## src/rtl/dma_eng_pkg.sv

```systemverilog
// Package: shared types and mode-field decoding for the DMA channel engine.
// Assumes the mode byte layout: kind [7:6], auto-init [4], direction [3:2].
package dma_eng_pkg;

    typedef enum logic [1:0] {
        PH_IDLE = 2'd0,
        PH_XFER = 2'd1,
        PH_GAP  = 2'd2
    } svc_phase_t;

    typedef struct packed {
        logic [1:0] kind;
        logic       autoinit;
        logic [1:0] dir;
    } chan_mode_t;

    localparam logic [1:0] KIND_CASCADE = 2'b11;
    localparam logic [1:0] DIR_TO_MEM   = 2'b01;

    // Extract the fields the engine acts on from a raw mode byte.
    function automatic chan_mode_t decode_mode(input logic [7:0] raw);
        chan_mode_t m;
        m.kind     = raw[7:6];
        m.autoinit = raw[4];
        m.dir      = raw[3:2];
        return m;
    endfunction

endpackage

```

## src/rtl/dma_ctr_regs.sv

```systemverilog
// Module: base and current offset/count registers of one channel.
// Assumes load has priority over step; step advances or, at the last
// transfer with reload set, copies the base values back into current.
module dma_ctr_regs #(
    parameter int OFS_W = 16
) (
    input  logic             clk,
    input  logic             rst_n,
    input  logic             load,
    input  logic [OFS_W-1:0] base_addr_in,
    input  logic [OFS_W-1:0] base_cnt_in,
    input  logic             step,
    input  logic             reload,
    output logic [OFS_W-1:0] cur_addr,
    output logic [OFS_W-1:0] cur_cnt,
    output logic             at_last,
    output logic [OFS_W-1:0] residue_xfers
);
    localparam logic [OFS_W-1:0] ONE = OFS_W'(1);

    logic [OFS_W-1:0] base_addr_q;
    logic [OFS_W-1:0] base_cnt_q;

    assign at_last       = (cur_cnt == '0);
    assign residue_xfers = cur_cnt + ONE;

    // Base registers: written only by a configuration load.
    always_ff @(posedge clk) begin
        if (!rst_n) begin
            base_addr_q <= '0;
            base_cnt_q  <= '0;
        end else if (load) begin
            base_addr_q <= base_addr_in;
            base_cnt_q  <= base_cnt_in;
        end
    end

    // Current registers: load, auto-init reload, or advance by one transfer.
    always_ff @(posedge clk) begin
        if (!rst_n) begin
            cur_addr <= '0;
            cur_cnt  <= '0;
        end else if (load) begin
            cur_addr <= base_addr_in;
            cur_cnt  <= base_cnt_in;
        end else if (step) begin
            if (at_last && reload) begin
                cur_addr <= base_addr_q;
                cur_cnt  <= base_cnt_q;
            end else begin
                cur_addr <= cur_addr + ONE;
                cur_cnt  <= cur_cnt - ONE;
            end
        end
    end

endmodule

```

## src/rtl/dma_addr_form.sv

```systemverilog
// Module: forms the physical byte address from page and offset.
// Assumes PAGE_W >= 2; word width drops page bit 0 and shifts the offset.
module dma_addr_form #(
    parameter int OFS_W  = 16,
    parameter int PAGE_W = 8
) (
    input  logic                    wide,
    input  logic [PAGE_W-1:0]       page,
    input  logic [OFS_W-1:0]        offset,
    output logic [PAGE_W+OFS_W-1:0] phys
);
    localparam int ADDR_W = PAGE_W + OFS_W;

    logic [ADDR_W-1:0] byte_form;
    logic [ADDR_W-1:0] word_form;
    logic              page_lsb_unused;

    assign byte_form = {page, offset};

    generate
        if (PAGE_W > 1) begin : g_word_page
            assign word_form = {page[PAGE_W-1:1], offset, 1'b0};
        end else begin : g_word_nopage
            assign word_form = {offset, 1'b0};
        end
    endgenerate

    assign page_lsb_unused = page[0];

    // Pick the address layout for the latched width.
    always_comb begin
        phys = wide ? word_form : byte_form;
    end

endmodule

```

## src/rtl/dma_service_fsm.sv

```systemverilog
// Module: single-service sequencer, channel mask and terminal-count status.
// Assumes one transfer per service followed by a release cycle; load
// suppresses the register update of a coinciding transfer.
module dma_service_fsm
    import dma_eng_pkg::*;
(
    input  logic clk,
    input  logic rst_n,
    input  logic dreq,
    input  logic cascade,
    input  logic autoinit,
    input  logic load,
    input  logic unmask_req,
    input  logic at_last,
    output logic xfer_valid,
    output logic step,
    output logic dack,
    output logic masked,
    output logic tc_seen
);
    svc_phase_t phase_q;
    svc_phase_t phase_d;
    logic       tc_hit;

    assign xfer_valid = (phase_q == PH_XFER);
    assign step       = xfer_valid && !load;
    assign tc_hit     = step && at_last;
    assign dack       = xfer_valid || (cascade && dreq && !masked);

    // Next service phase: idle -> transfer -> release gap -> idle.
    always_comb begin
        phase_d = phase_q;
        case (phase_q)
            PH_IDLE: if (dreq && !masked && !cascade) phase_d = PH_XFER;
            PH_XFER: phase_d = PH_GAP;
            default: phase_d = PH_IDLE;
        endcase
    end

    // Phase register.
    always_ff @(posedge clk) begin
        if (!rst_n) phase_q <= PH_IDLE;
        else        phase_q <= phase_d;
    end

    // Mask: set by non-auto-init terminal count, which beats an unmask request.
    always_ff @(posedge clk) begin
        if (!rst_n)                   masked <= 1'b1;
        else if (tc_hit && !autoinit) masked <= 1'b1;
        else if (unmask_req)          masked <= 1'b0;
    end

    // Sticky terminal-count status, cleared by a configuration load.
    always_ff @(posedge clk) begin
        if (!rst_n)      tc_seen <= 1'b0;
        else if (load)   tc_seen <= 1'b0;
        else if (tc_hit) tc_seen <= 1'b1;
    end

endmodule

```

## src/rtl/dma_chan_engine.sv

```systemverilog
// Module: top of one DMA channel's address and count engine.
// Assumes configuration is written only while the channel is idle or,
// if it coincides with a transfer, that the load is meant to win.
module dma_chan_engine
    import dma_eng_pkg::*;
#(
    parameter int OFS_W  = 16,
    parameter int PAGE_W = 8,
    parameter int MODE_W = 8
) (
    input  logic                    clk,
    input  logic                    rst_n,
    input  logic                    cfg_load,
    input  logic [OFS_W-1:0]        cfg_base_addr,
    input  logic [OFS_W-1:0]        cfg_base_cnt,
    input  logic [PAGE_W-1:0]       cfg_page,
    input  logic [MODE_W-1:0]       cfg_mode,
    input  logic                    cfg_wide,
    input  logic                    unmask_req,
    input  logic                    dreq,
    output logic                    dack,
    output logic                    xfer_valid,
    output logic [PAGE_W+OFS_W-1:0] xfer_addr,
    output logic                    xfer_to_mem,
    output logic                    xfer_last,
    output logic                    chan_masked,
    output logic                    tc_seen,
    output logic [OFS_W:0]          residue_bytes
);
    localparam int ADDR_W = PAGE_W + OFS_W;

    chan_mode_t        mode_q;
    logic [PAGE_W-1:0] page_q;
    logic              wide_q;
    logic              auto_en;
    logic              cascade;
    logic              step;
    logic              at_last;
    logic [OFS_W-1:0]  cur_addr;
    logic [OFS_W-1:0]  cur_cnt;
    logic [OFS_W-1:0]  res_x;
    logic [ADDR_W-1:0] phys;
    logic              mode_rest_unused;

    assign mode_rest_unused = ^{cfg_mode[5], cfg_mode[1:0]};
    assign auto_en = mode_q.autoinit;
    assign cascade = (mode_q.kind == KIND_CASCADE);

    // Latch page, mode fields and width on a configuration load.
    always_ff @(posedge clk) begin
        if (!rst_n) begin
            mode_q <= '0;
            page_q <= '0;
            wide_q <= 1'b0;
        end else if (cfg_load) begin
            mode_q <= decode_mode(cfg_mode[7:0]);
            page_q <= cfg_page;
            wide_q <= cfg_wide;
        end
    end

    dma_ctr_regs #(.OFS_W(OFS_W)) u_ctr (
        .clk          (clk),
        .rst_n        (rst_n),
        .load         (cfg_load),
        .base_addr_in (cfg_base_addr),
        .base_cnt_in  (cfg_base_cnt),
        .step         (step),
        .reload       (auto_en),
        .cur_addr     (cur_addr),
        .cur_cnt      (cur_cnt),
        .at_last      (at_last),
        .residue_xfers(res_x)
    );

    dma_addr_form #(.OFS_W(OFS_W), .PAGE_W(PAGE_W)) u_addr (
        .wide  (wide_q),
        .page  (page_q),
        .offset(cur_addr),
        .phys  (phys)
    );

    dma_service_fsm u_fsm (
        .clk       (clk),
        .rst_n     (rst_n),
        .dreq      (dreq),
        .cascade   (cascade),
        .autoinit  (auto_en),
        .load      (cfg_load),
        .unmask_req(unmask_req),
        .at_last   (at_last),
        .xfer_valid(xfer_valid),
        .step      (step),
        .dack      (dack),
        .masked    (chan_masked),
        .tc_seen   (tc_seen)
    );

    assign xfer_addr     = phys;
    assign xfer_to_mem   = (mode_q.dir == DIR_TO_MEM);
    assign xfer_last     = xfer_valid && at_last;
    assign residue_bytes = wide_q ? {res_x, 1'b0} : {1'b0, res_x};

endmodule

```

## config.mk

```make
export PLATFORM = sky130hd
export DESIGN_NAME = dma_chan_engine
export DESIGN_NICKNAME = d
export VERILOG_FILES = /design/src/rtl/dma_eng_pkg.sv /design/src/rtl/dma_ctr_regs.sv /design/src/rtl/dma_addr_form.sv /design/src/rtl/dma_service_fsm.sv /design/src/rtl/dma_chan_engine.sv
export SDC_FILE = /design/constraint.sdc
export NUM_CORES = 1
export LEC_CHECK = 0
export ABC_AREA = 1
export CORE_MARGIN = 1.5
export CORE_UTILIZATION = 40
export DETAILED_ROUTE_END_ITERATION = 16
export PLACE_DENSITY_LB_ADDON = 0.25
export SLEW_MARGIN = 20
export SYNTH_ARGS = -nofsm -noshare
export SYNTH_HDL_FRONTEND = slang
export SYNTH_SLANG_ARGS = --single-unit
```

## constraint.sdc

```tcl
create_clock -name clk -period 4.8 [get_ports clk]
set_input_delay 0.72 -clock clk [delete_from_list [all_inputs] [get_ports clk]]
set_output_delay 0.72 -clock clk [all_outputs]
set_load 0.1 [all_outputs]
```

==> impl_metrics.yaml, run 1 <==
status:
  status: "finished, final reports clean"
setup_path:
  critPathRequiredTime_ns: 4.08
  path_class: "flop to output port"
  cp_max_fo: 32
  reg2regPathDepth: 13
  start_kind: "flop"
  crit_top_cell: "nand2_1"
  path_cells: "inv_1, nand2_1, nand2_1, clkdlybuf4s50_1"
  r2r_setup_slack_ns: 2.61
  end_kind: "output port"
  r2r_start: "u_ctr.cur_cnt[0]"
  timing.rr.end: "u_ctr.cur_cnt[12]"
  slowest_stage: "dfxtp_1"
  max_stage_delay_ns: 0.97
  crit_arrival_ns: 3.12
timing:
  slew-limit-headroom_pct: 33.7
  worstMarginPinSlew_ns: 0.992
  post-route-min-period_ns: 3.84
  fmax_mhz: 260
  grt_setup_unrepaired: "false"
  finalClockSkew_ns: 0.00925
  worst_slack_ns: 0.956
  drv_slew: 0
  finalCritPeriodShare_pct: 80.1
  finalHoldViolCount: 0
  fin_setup_tns_ns: 0
  setup_violations: 0
clock_network:
  path_clk_slew_ns: 0.07
  cts_tree: "yes"
  post_cts_buffers: 0
  ctsRootBufferMaster: "clkbuf_16"
  clock-sinks: 82
  clk_latency_ns: 0.35
  cts_resized: 0
  clk_path_buf_depth: 2
  cts_hold_buf: 0
  h-tree-depth: 3
  cts_buffers: 9
placed_design:
  pre_cts_ws_ns: 1.33
  place_hpwl_um: 9210
  gp_congestion: 0.904
  place_area_sq_mm: 0.00592
  portBuffers: 97
hold_path:
  hold_depth: 1
  hold_path_startpoint: "u_fsm.phase_q[1]"
  holdCritPathClass: "flop to flop"
  hold_path_end: "u_fsm.phase_q[0]"
synthesis:
  ys_ff_latch: 82
  yosysWarnings: 0
  synth-edff-count: 0
  async_flop_share_pct: 0
  syn_nets: 851
  netlist_instances: 793
  synth_area_sq_mm: 0.00499
  ys_seq_area_share_pct: 32.9
  ys_types: 35
  synth_top_flop_cell: "dfxtp_1"
  synth.avg_cell_area_sq_um: 6.29
global_route:
  grt_antenna_before_repair: 0
  gr-total-overflow: 0
  grt_max_degree: 67
  gr-usage-all-layers_pct: 21.0
  grt_pass1_wl_um: 22000
  grt_pass1_vias: 4725
die:
  num_io_pins: 101
  die_h_um: 115
  coreArea_sq_mm: 0.0121
  initial_utilization_pct: 41.3
  die_area_sq_mm: 0.0131
  rows: 40
  fp.dieW_um: 115
route:
  drtIter0Drc: 263
  viasPerCell: 4.96
  drtPass1Iterations: 5
  wl_per_cell_um: 12.9
  drc: 0
  vias: 5108
  wl_um: 13300
  drtAntennaViolNets: 0
final_layout:
  layout.nets: 915
  area_delta_synth_final_pct: 25.2
  antennaDiodeCount: 0
  utilization_pct: 51.8
  drive_gt1_share_pct: 6.15
  fin_area_sq_mm: 0.00624
pwr:
  peakVddDrop_uv: 181
  p_leak_nw: 2.64
  powerDensity_mw_per_mm2: 350
run:
  cap_violations: 0
==> per-layer routing <==
| layer | track usage, % | vias up | part of all wire [%] |
|---|---|---|---|
| li1 | - | 2677 | - |
| met1 | 27.1 | 2262 | 48 |
| met2 | 33.5 | 147 | 43 |
| met3 | 6.14 | 22 | 6.7 |
| met4 | 7.17 | 0 | 2.0 |
| met5 | 0 | - | 0 |
==> sequential cells by signal, summed over array words and instances, names as in the netlist <==
| signal | count |
|---|---|
| auto_en | 1 |
| mode_q | 4 |
| page_q | 8 |
| u_ctr.base_addr_q | 16 |
| u_ctr.base_cnt_q | 16 |
| u_ctr.cur_addr | 16 |
| u_ctr.cur_cnt | 16 |
| u_fsm.masked | 1 |
| u_fsm.phase_q | 2 |
| u_fsm.tc_seen | 1 |
| wide_q | 1 |
==> cell type report <==
cell class,instances,area (sq um)
inverters,77,289
well taps,168,210
multi-input cells,584,2780
clock inverters,6,90.1
repair buffers,103,991
fillers,1243,5820
clock buffers,10,239
flip-flops and latches,82,1640
==> kinds of logic (layout without fill, tap and decap cells) <==
kind of cell,Yosys count,count (layout),share of synthesized area (%)
AND/OR/NAND/NOR,392,392,33.8
flip-flops,82,82,32.9
buffers and inverters,127,196,11.2
adder cells (fa/ha/maj),4,4,1.00
XOR/XNOR,21,21,3.69
AO/OA/AOI/OAI,167,167,17.3
==> where the power goes <==
group,total [W],leakage [nW],switching [W],internal [W]
Sequential,0.000778,0.678,0.0000513,0.000726
Clock,0.000762,0.159,0.000292,0.000471
Combinational,0.000647,1.80,0.000462,0.000184
Total,0.00219,2.64,0.000805,0.00138
==> Yosys cell counts (5+ instances only) <==
cell type | n | share of area [%]
nor2_4 | 5 | 1.1
nor3_1 | 6 | 0.60
nand4_1 | 13 | 1.6
o21ai_0 | 79 | 7.9
nor2_1 | 70 | 5.3
buf_4 | 8 | 1.2
dfxtp_1 | 82 | 33
nor2_2 | 5 | 0.63
clkbuf_1 | 22 | 1.7
inv_1 | 73 | 5.5
nand2_1 | 232 | 17
a21oi_1 | 74 | 7.4
buf_6 | 6 | 1.4
buf_2 | 5 | 0.50
buf_1 | 7 | 0.53
nand3_1 | 50 | 5.0
o22ai_1 | 8 | 1.0
xor2_1 | 21 | 3.7
==> critical path, delay by kind of cell, from the launching register on <==
kind                   cells  cell delay, ns
buffers and inverters      2            1.54
DFF                        1            0.97
and+or+nand+nor            2            0.26
==> cells in the final DEF, fill, tap and decap left out, drive strengths merged, types with 2 or more instances in the layout <==
cell / count
nand2: 236
clkdlybuf4s50: 88
dfxtp: 82
nor2: 80
o21ai: 79
a21oi: 75
inv: 75
nand3: 52
xor2: 21
buf: 15
nand4: 13
clkbuf: 10
o22ai: 8
nor3: 8
clkinv: 5
ha: 4
o21bai: 2
bufinv: 2
==> stage by stage <==
step / cells / hold WS [ns] / power, W
6_report: 1030 / 0.415 / 0.00219
5_1_grt: 1030 / 0.445 / 0.00228
4_1_cts: 1030 / 0.420 / 0.00220
3_5_place_dp: 1014 / 0.410 / 0.00144
3_3_place_gp: 1014 / 0.407 / 0.00144
2_1_floorplan: 793 / 0.397 / 0.00128
==> worst max path at each step <==
| stage | from | endpoint | slack [ns] |
|---|---|---|---|
| 6_report | wide_q | residue_bytes[14] | 0.96 |
| 5_1_grt | wide_q | residue_bytes[12] | 0.78 |
| 4_1_cts | wide_q | residue_bytes[14] | 0.96 |
| 3_5_place_dp | wide_q | residue_bytes[14] | 1.33 |
| 3_3_place_gp | wide_q | residue_bytes[12] | 1.38 |
| 2_1_floorplan | u_fsm.phase_q[0] | xfer_last | 0.73 |
No activity file was read; power rests on OpenSTA's default activity.
==> run 2: changes to the inputs <==
==> constraint.sdc (replaced) <==
create_clock -name clk -period 3.5 [get_ports clk]
set_input_delay 0.525 -clock clk [delete_from_list [all_inputs] [get_ports clk]]
set_output_delay 0.525 -clock clk [all_outputs]
set_load 0.1 [all_outputs]
==> run 2 against run 1 <==
Net effect:
- final cell count is essentially flat
- die area unchanged
- non-clock buffer count increased by 1
- sequential power grew 36%
- sequential cell count stayed put
- clock-buffer cell count did not move
- clock power grew 27%
- critical path type unchanged
==> impl_metrics.yaml, run 2 (synthesis gave the netlist of run 1 again) <==
status:
  status: "finished, final reports clean"
timing:
  fmax_mhz: 366
  worst_slack_ns: 0.764
  fin_setup_tns_ns: 0
  finalHoldViolCount: 0
  worstMarginPinSlew_ns: 1.02
  holdWs_ns: 0.452
  grt_setup_unrepaired: "false"
  finalClockSkew_ns: 0.0129
  post-route-min-period_ns: 2.74
  drv_slew: 0
  setup_violations: 0
  slew-limit-headroom_pct: 32.0
  finalCritPeriodShare_pct: 78.2
setup_path:
  cp-startpoint: "u_ctr.cur_cnt[2]"
  path_class: "flop to output port"
  reg2regPathDepth: 13
  crit_arrival_ns: 2.21
  critPathRequiredTime_ns: 2.97
  timing.rr.end: "u_ctr.cur_cnt[12]"
  r2r_start: "u_ctr.cur_cnt[0]"
  end_kind: "output port"
  r2r_setup_slack_ns: 1.32
  endpoint: "residue_bytes[10]"
  start_kind: "flop"
  cp_max_fo: 9
placed_design:
  gp_congestion: 0.870
  portBuffers: 97
  pre_cts_ws_ns: 1.14
  place_hpwl_um: 9520
route:
  viasPerCell: 4.95
  drtAntennaViolNets: 0
  wl_per_cell_um: 13.2
  drc: 0
  drtIter0Drc: 278
  wl_um: 13600
  drtPass1Iterations: 5
  vias: 5107
hold_path:
  holdCritPathClass: "flop to flop"
global_route:
  grt_pass1_vias: 4775
  gr-total-overflow: 0
  grt_max_degree: 47
  met2_usage_pct: 37.6
  gr-usage-all-layers_pct: 21.3
  grt_antenna_before_repair: 0
  grt_use_met3_pct: 3.28
  grt_use_met1_pct: 26.0
  gr-max-usage-layer: "met2"
  grt_pass1_wl_um: 22500
pwr:
  p_leak_nw: 2.73
  peakVddDrop_uv: 236
  powerDensity_mw_per_mm2: 470
clock_network:
  post_cts_buffers: 0
  cts_buffers: 9
  path_clk_slew_ns: 0.06
  cts_hold_buf: 0
  clk_latency_ns: 0.34
  clk_path_buf_depth: 2
  cts_tree: "yes"
  cts_resized: 0
  h-tree-depth: 3
  ctsRootBufferMaster: "clkbuf_16"
  clock-sinks: 82
run:
  cap_violations: 0
die:
  rows: 40
  die_h_um: 115
  fp.dieW_um: 115
  num_io_pins: 101
  initial_utilization_pct: 41.3
  coreArea_sq_mm: 0.0121
  die_area_sq_mm: 0.0131
final_layout:
  fillCellCount: 1244
  antennaDiodeCount: 0
  most-common-layout-cells: "232 x nand2_1, 82 x dfxtp_1, 76 x o21ai_0, 74 x a21oi_1, 73 x inv_1"
  area_delta_synth_final_pct: 26.9
  final_common_cell: "nand2_1"
  drive_gt1_share_pct: 9.73
  layout.nets: 916
[run 2: per-stage QoR]
| stage | utilization (%) | total power (W) | instance area, sq um | cells |
|---|---|---|---|---|
| floorplan | - | 0.00176 | 4990 | 793 |
| global placement | 49.9 | 0.00202 | 6020 | 1015 |
| detailed placement | 49.9 | 0.00202 | 6020 | 1015 |
| CTS | 52.4 | 0.00298 | 6320 | 1031 |
| global route | 52.4 | 0.00310 | 6320 | 1031 |
| finish | 52.4 | 0.00297 | 6320 | 1031 |
[run 2: cell type report]
class / instances / area (sq um) / share of cell area, %
inverters: 77 / 289 / 4.57
flip-flops and latches: 82 / 1640 / 26.0
clock buffers: 10 / 239 / 3.78
clock inverters: 6 / 65.1 / 1.03
repair buffers: 104 / 1090 / 17.3
well taps: 168 / 210 / 3.32
multi-input cells: 584 / 2790 / 44.1
[run 2: layer usage]
layer / vias to the layer above / wire, um
met5: - / 0
met4: 0 / 274
met3: 24 / 613
met2: 136 / 6560
met1: 2272 / 6190
li1: 2675 / -
[run 2: report_power, final]
part	internal [W]	total (W)	switching, W
combinational	0.000285	0.000941	0.000656
sequential	0.000996	0.00106	0.0000665
clock	0.000574	0.000967	0.000393
total	0.00185	0.00297	0.00112
[run 2: worst max-delay path, cell delays in order, from the launching register on]
cell and delay (ns):
dfxtp_1 0.50, nand3_1 0.19, inv_1 0.14, nand2_1 0.10
nor2_1 0.15, nand2_1 0.10, xor2_1 0.17, o21ai_0 0.31
buf_12 0.22
[run 2: worst min-delay path by stage]
stage	from	end	cells past startpoint
finish	u_fsm.phase_q[0]	u_fsm.phase_q[0]	1
global route	u_fsm.phase_q[0]	u_fsm.phase_q[0]	1
CTS	u_fsm.phase_q[0]	u_fsm.phase_q[0]	1
detailed placement	u_fsm.phase_q[0]	u_fsm.phase_q[0]	1
global placement	u_fsm.phase_q[0]	u_fsm.phase_q[0]	1
floorplan	u_fsm.phase_q[0]	u_fsm.phase_q[0]	1
==> run 3: changes to the inputs <==
==> constraint.sdc (replaced) <==
create_clock -name clk -period 2.2 [get_ports clk]
set_input_delay 0.33 -clock clk [delete_from_list [all_inputs] [get_ports clk]]
set_output_delay 0.33 -clock clk [all_outputs]
set_load 0.1 [all_outputs]
==> run 3 against run 2 <==
Net effect:
- hold slack lost 0.028 ns
- largest cell class unchanged
- sequential share of layout area shrank 2.1 points
- clock-buffer cell count is the same
- register-to-register slack lost 1.0 ns
==> impl_metrics.yaml, run 3 (synthesis gave the netlist of run 1 again) <==
timing:
  grt_setup_unrepaired: "true"
  slew-limit-headroom_pct: 60.8
  worstMarginPinSlew_ns: 0.588
  drv_slew: 0
  setup_violations: 0
  finalCritPeriodShare_pct: 98.1
  finalHoldViolCount: 0
  fmax_mhz: 463
  finalClockSkew_ns: 0.00867
  fin_setup_tns_ns: 0
  worst_slack_ns: 0.0410
  post-route-min-period_ns: 2.16
  holdWs_ns: 0.424
final_layout:
  fin_area_sq_mm: 0.00703
  area_delta_synth_final_pct: 41.0
  antennaDiodeCount: 0
  stdcell_count: 1050
  drive_gt1_share_pct: 20.4
  most-common-layout-cells: "223 x nand2_1, 74 x a21oi_1, 69 x inv_1, 67 x dfxtp_1, 63 x nor2_1"
  layout.nets: 935
  final_common_cell: "nand2_1"
  fillCellCount: 1136
pwr:
  peakVddDrop_uv: 341
  powerDensity_mw_per_mm2: 720
  p_leak_nw: 3.01
die:
  fp.dieW_um: 115
  rows: 40
  num_io_pins: 101
  die_h_um: 115
  coreArea_sq_mm: 0.0121
  initial_utilization_pct: 41.3
  die_area_sq_mm: 0.0131
hold_path:
  holdCritPathClass: "flop to flop"
global_route:
  grt_pass1_wl_um: 23700
  gr-total-overflow: 0
  gr-usage-all-layers_pct: 22.3
  grt_pass1_vias: 4890
  grt_antenna_before_repair: 0
  grt_max_degree: 38
placed_design:
  portBuffers: 97
  gp_congestion: 0.901
  place_area_sq_mm: 0.00655
  pre_cts_ws_ns: 0.126
  dp_cells: 1031
  place_hpwl_um: 9890
route:
  vias: 5324
  drtPass1Iterations: 5
  wl_met2_um: 5860
  topRoutingLayerUsed: "met4"
  viasPerCell: 5.07
  wl_um: 13900
  dr_wl_met3_um: 1190
  drtIter0Drc: 438
  drtAntennaViolNets: 0
  drc: 0
  wl_met1_um: 6730
  wl_per_cell_um: 13.3
setup_path:
  start_kind: "flop"
  path_buf_inv: 1
  path_cells: "nand2_2, nor2_2, nand2_1, nor2_2, nand2_2, o21bai_1, nand3_1, nand2_2, buf_12"
  max_stage_delay_ns: 0.38
  slowest_stage: "dfxtp_2"
  crit_top_cell: "nand2_2"
  cp_max_fo: 5
  critPathRequiredTime_ns: 1.87
  crit_arrival_ns: 1.83
  end_kind: "output port"
  crit_family: "simple AND/OR/NAND/NOR gates"
  path_class: "flop to output port"
clock_network:
  ctsRootBufferMaster: "clkbuf_16"
  path_clk_slew_ns: 0.07
  cts_tree: "yes"
  clk_path_buf_depth: 2
  cts_buffers: 9
  clock-sinks: 82
  clk_latency_ns: 0.34
  cts_hold_buf: 0
  h-tree-depth: 3
run:
  cap_violations: 0
status:
  status: "finished, final reports clean"
run 3: changes by cell type in the layout (fill, tap and decap cells not counted), moves of 5 or more:
cell | before | now
nand2_1 | 232 | 223
dfxtp_2 | 0 | 7
buf_12 | 13 | 38
o21ai_2 | 0 | 20
o21ai_0 | 76 | 57
clkdlybuf4s50_1 | 60 | 49
dfxtp_1 | 82 | 67
nor2_1 | 68 | 63
dfxtp_4 | 0 | 8
buf_4 | 30 | 35
nand2_2 | 2 | 11
run 3: final timing paths:
kind,startpoint,to,slack (ns),cells past startpoint
max,u_ctr.cur_cnt[3],residue_bytes[13],0.04,9
min,u_fsm.phase_q[0],u_fsm.phase_q[0],0.42,1
max reg2reg,u_ctr.cur_cnt[0],u_ctr.cur_addr[5],0.30,11
min reg2reg,u_fsm.phase_q[0],u_fsm.phase_q[0],0.42,1
run 3: per-stage QoR:
| stage | power (W) | utilization, % |
|---|---|---|
| 3_3_place_gp | 0.00338 | 54.3 |
| 5_1_grt | 0.00529 | 58.3 |
| 2_1_floorplan | 0.00284 | - |
| 3_5_place_dp | 0.00339 | 54.3 |
| 6_report | 0.00506 | 58.3 |
| 4_1_cts | 0.00507 | 57.5 |
run 3: what timing repair did:
| item | in CTS | in global routing |
|---|---|---|
| buffers inserted | 1 | 2 |
| endpoints found under the setup margin | 14 | 11 |
| resized for setup | 22 | 28 |
| pin swaps | 2 | 7 |
run 3: final cells by class:
class,count,area (sq um),area share (%)
clock buffer,10,239,3.40
clock inverter,6,90.1,1.28
inverter,77,290,4.13
multi-input combinational,584,3000,42.7
sequential,82,1680,23.9
tap,168,210,2.99
timing repair buffer,123,1520,21.6
run 3: report_power, final:
group	internal [W]	leakage [nW]	total [W]	switching (W)
registers	0.00159	0.685	0.00169	0.000105
clock network	0.00103	0.159	0.00167	0.000640
logic	0.000592	2.16	0.00170	0.00111
total	0.00321	3.01	0.00506	0.00185
run 3: metal layers:
layer / track usage, % / vias to the layer above
li1: - / 2726
met1: 32.2 / 2384
met2: 32.7 / 198
met3: 5.82 / 16
met4: 6.00 / 0
met5: 0 / -
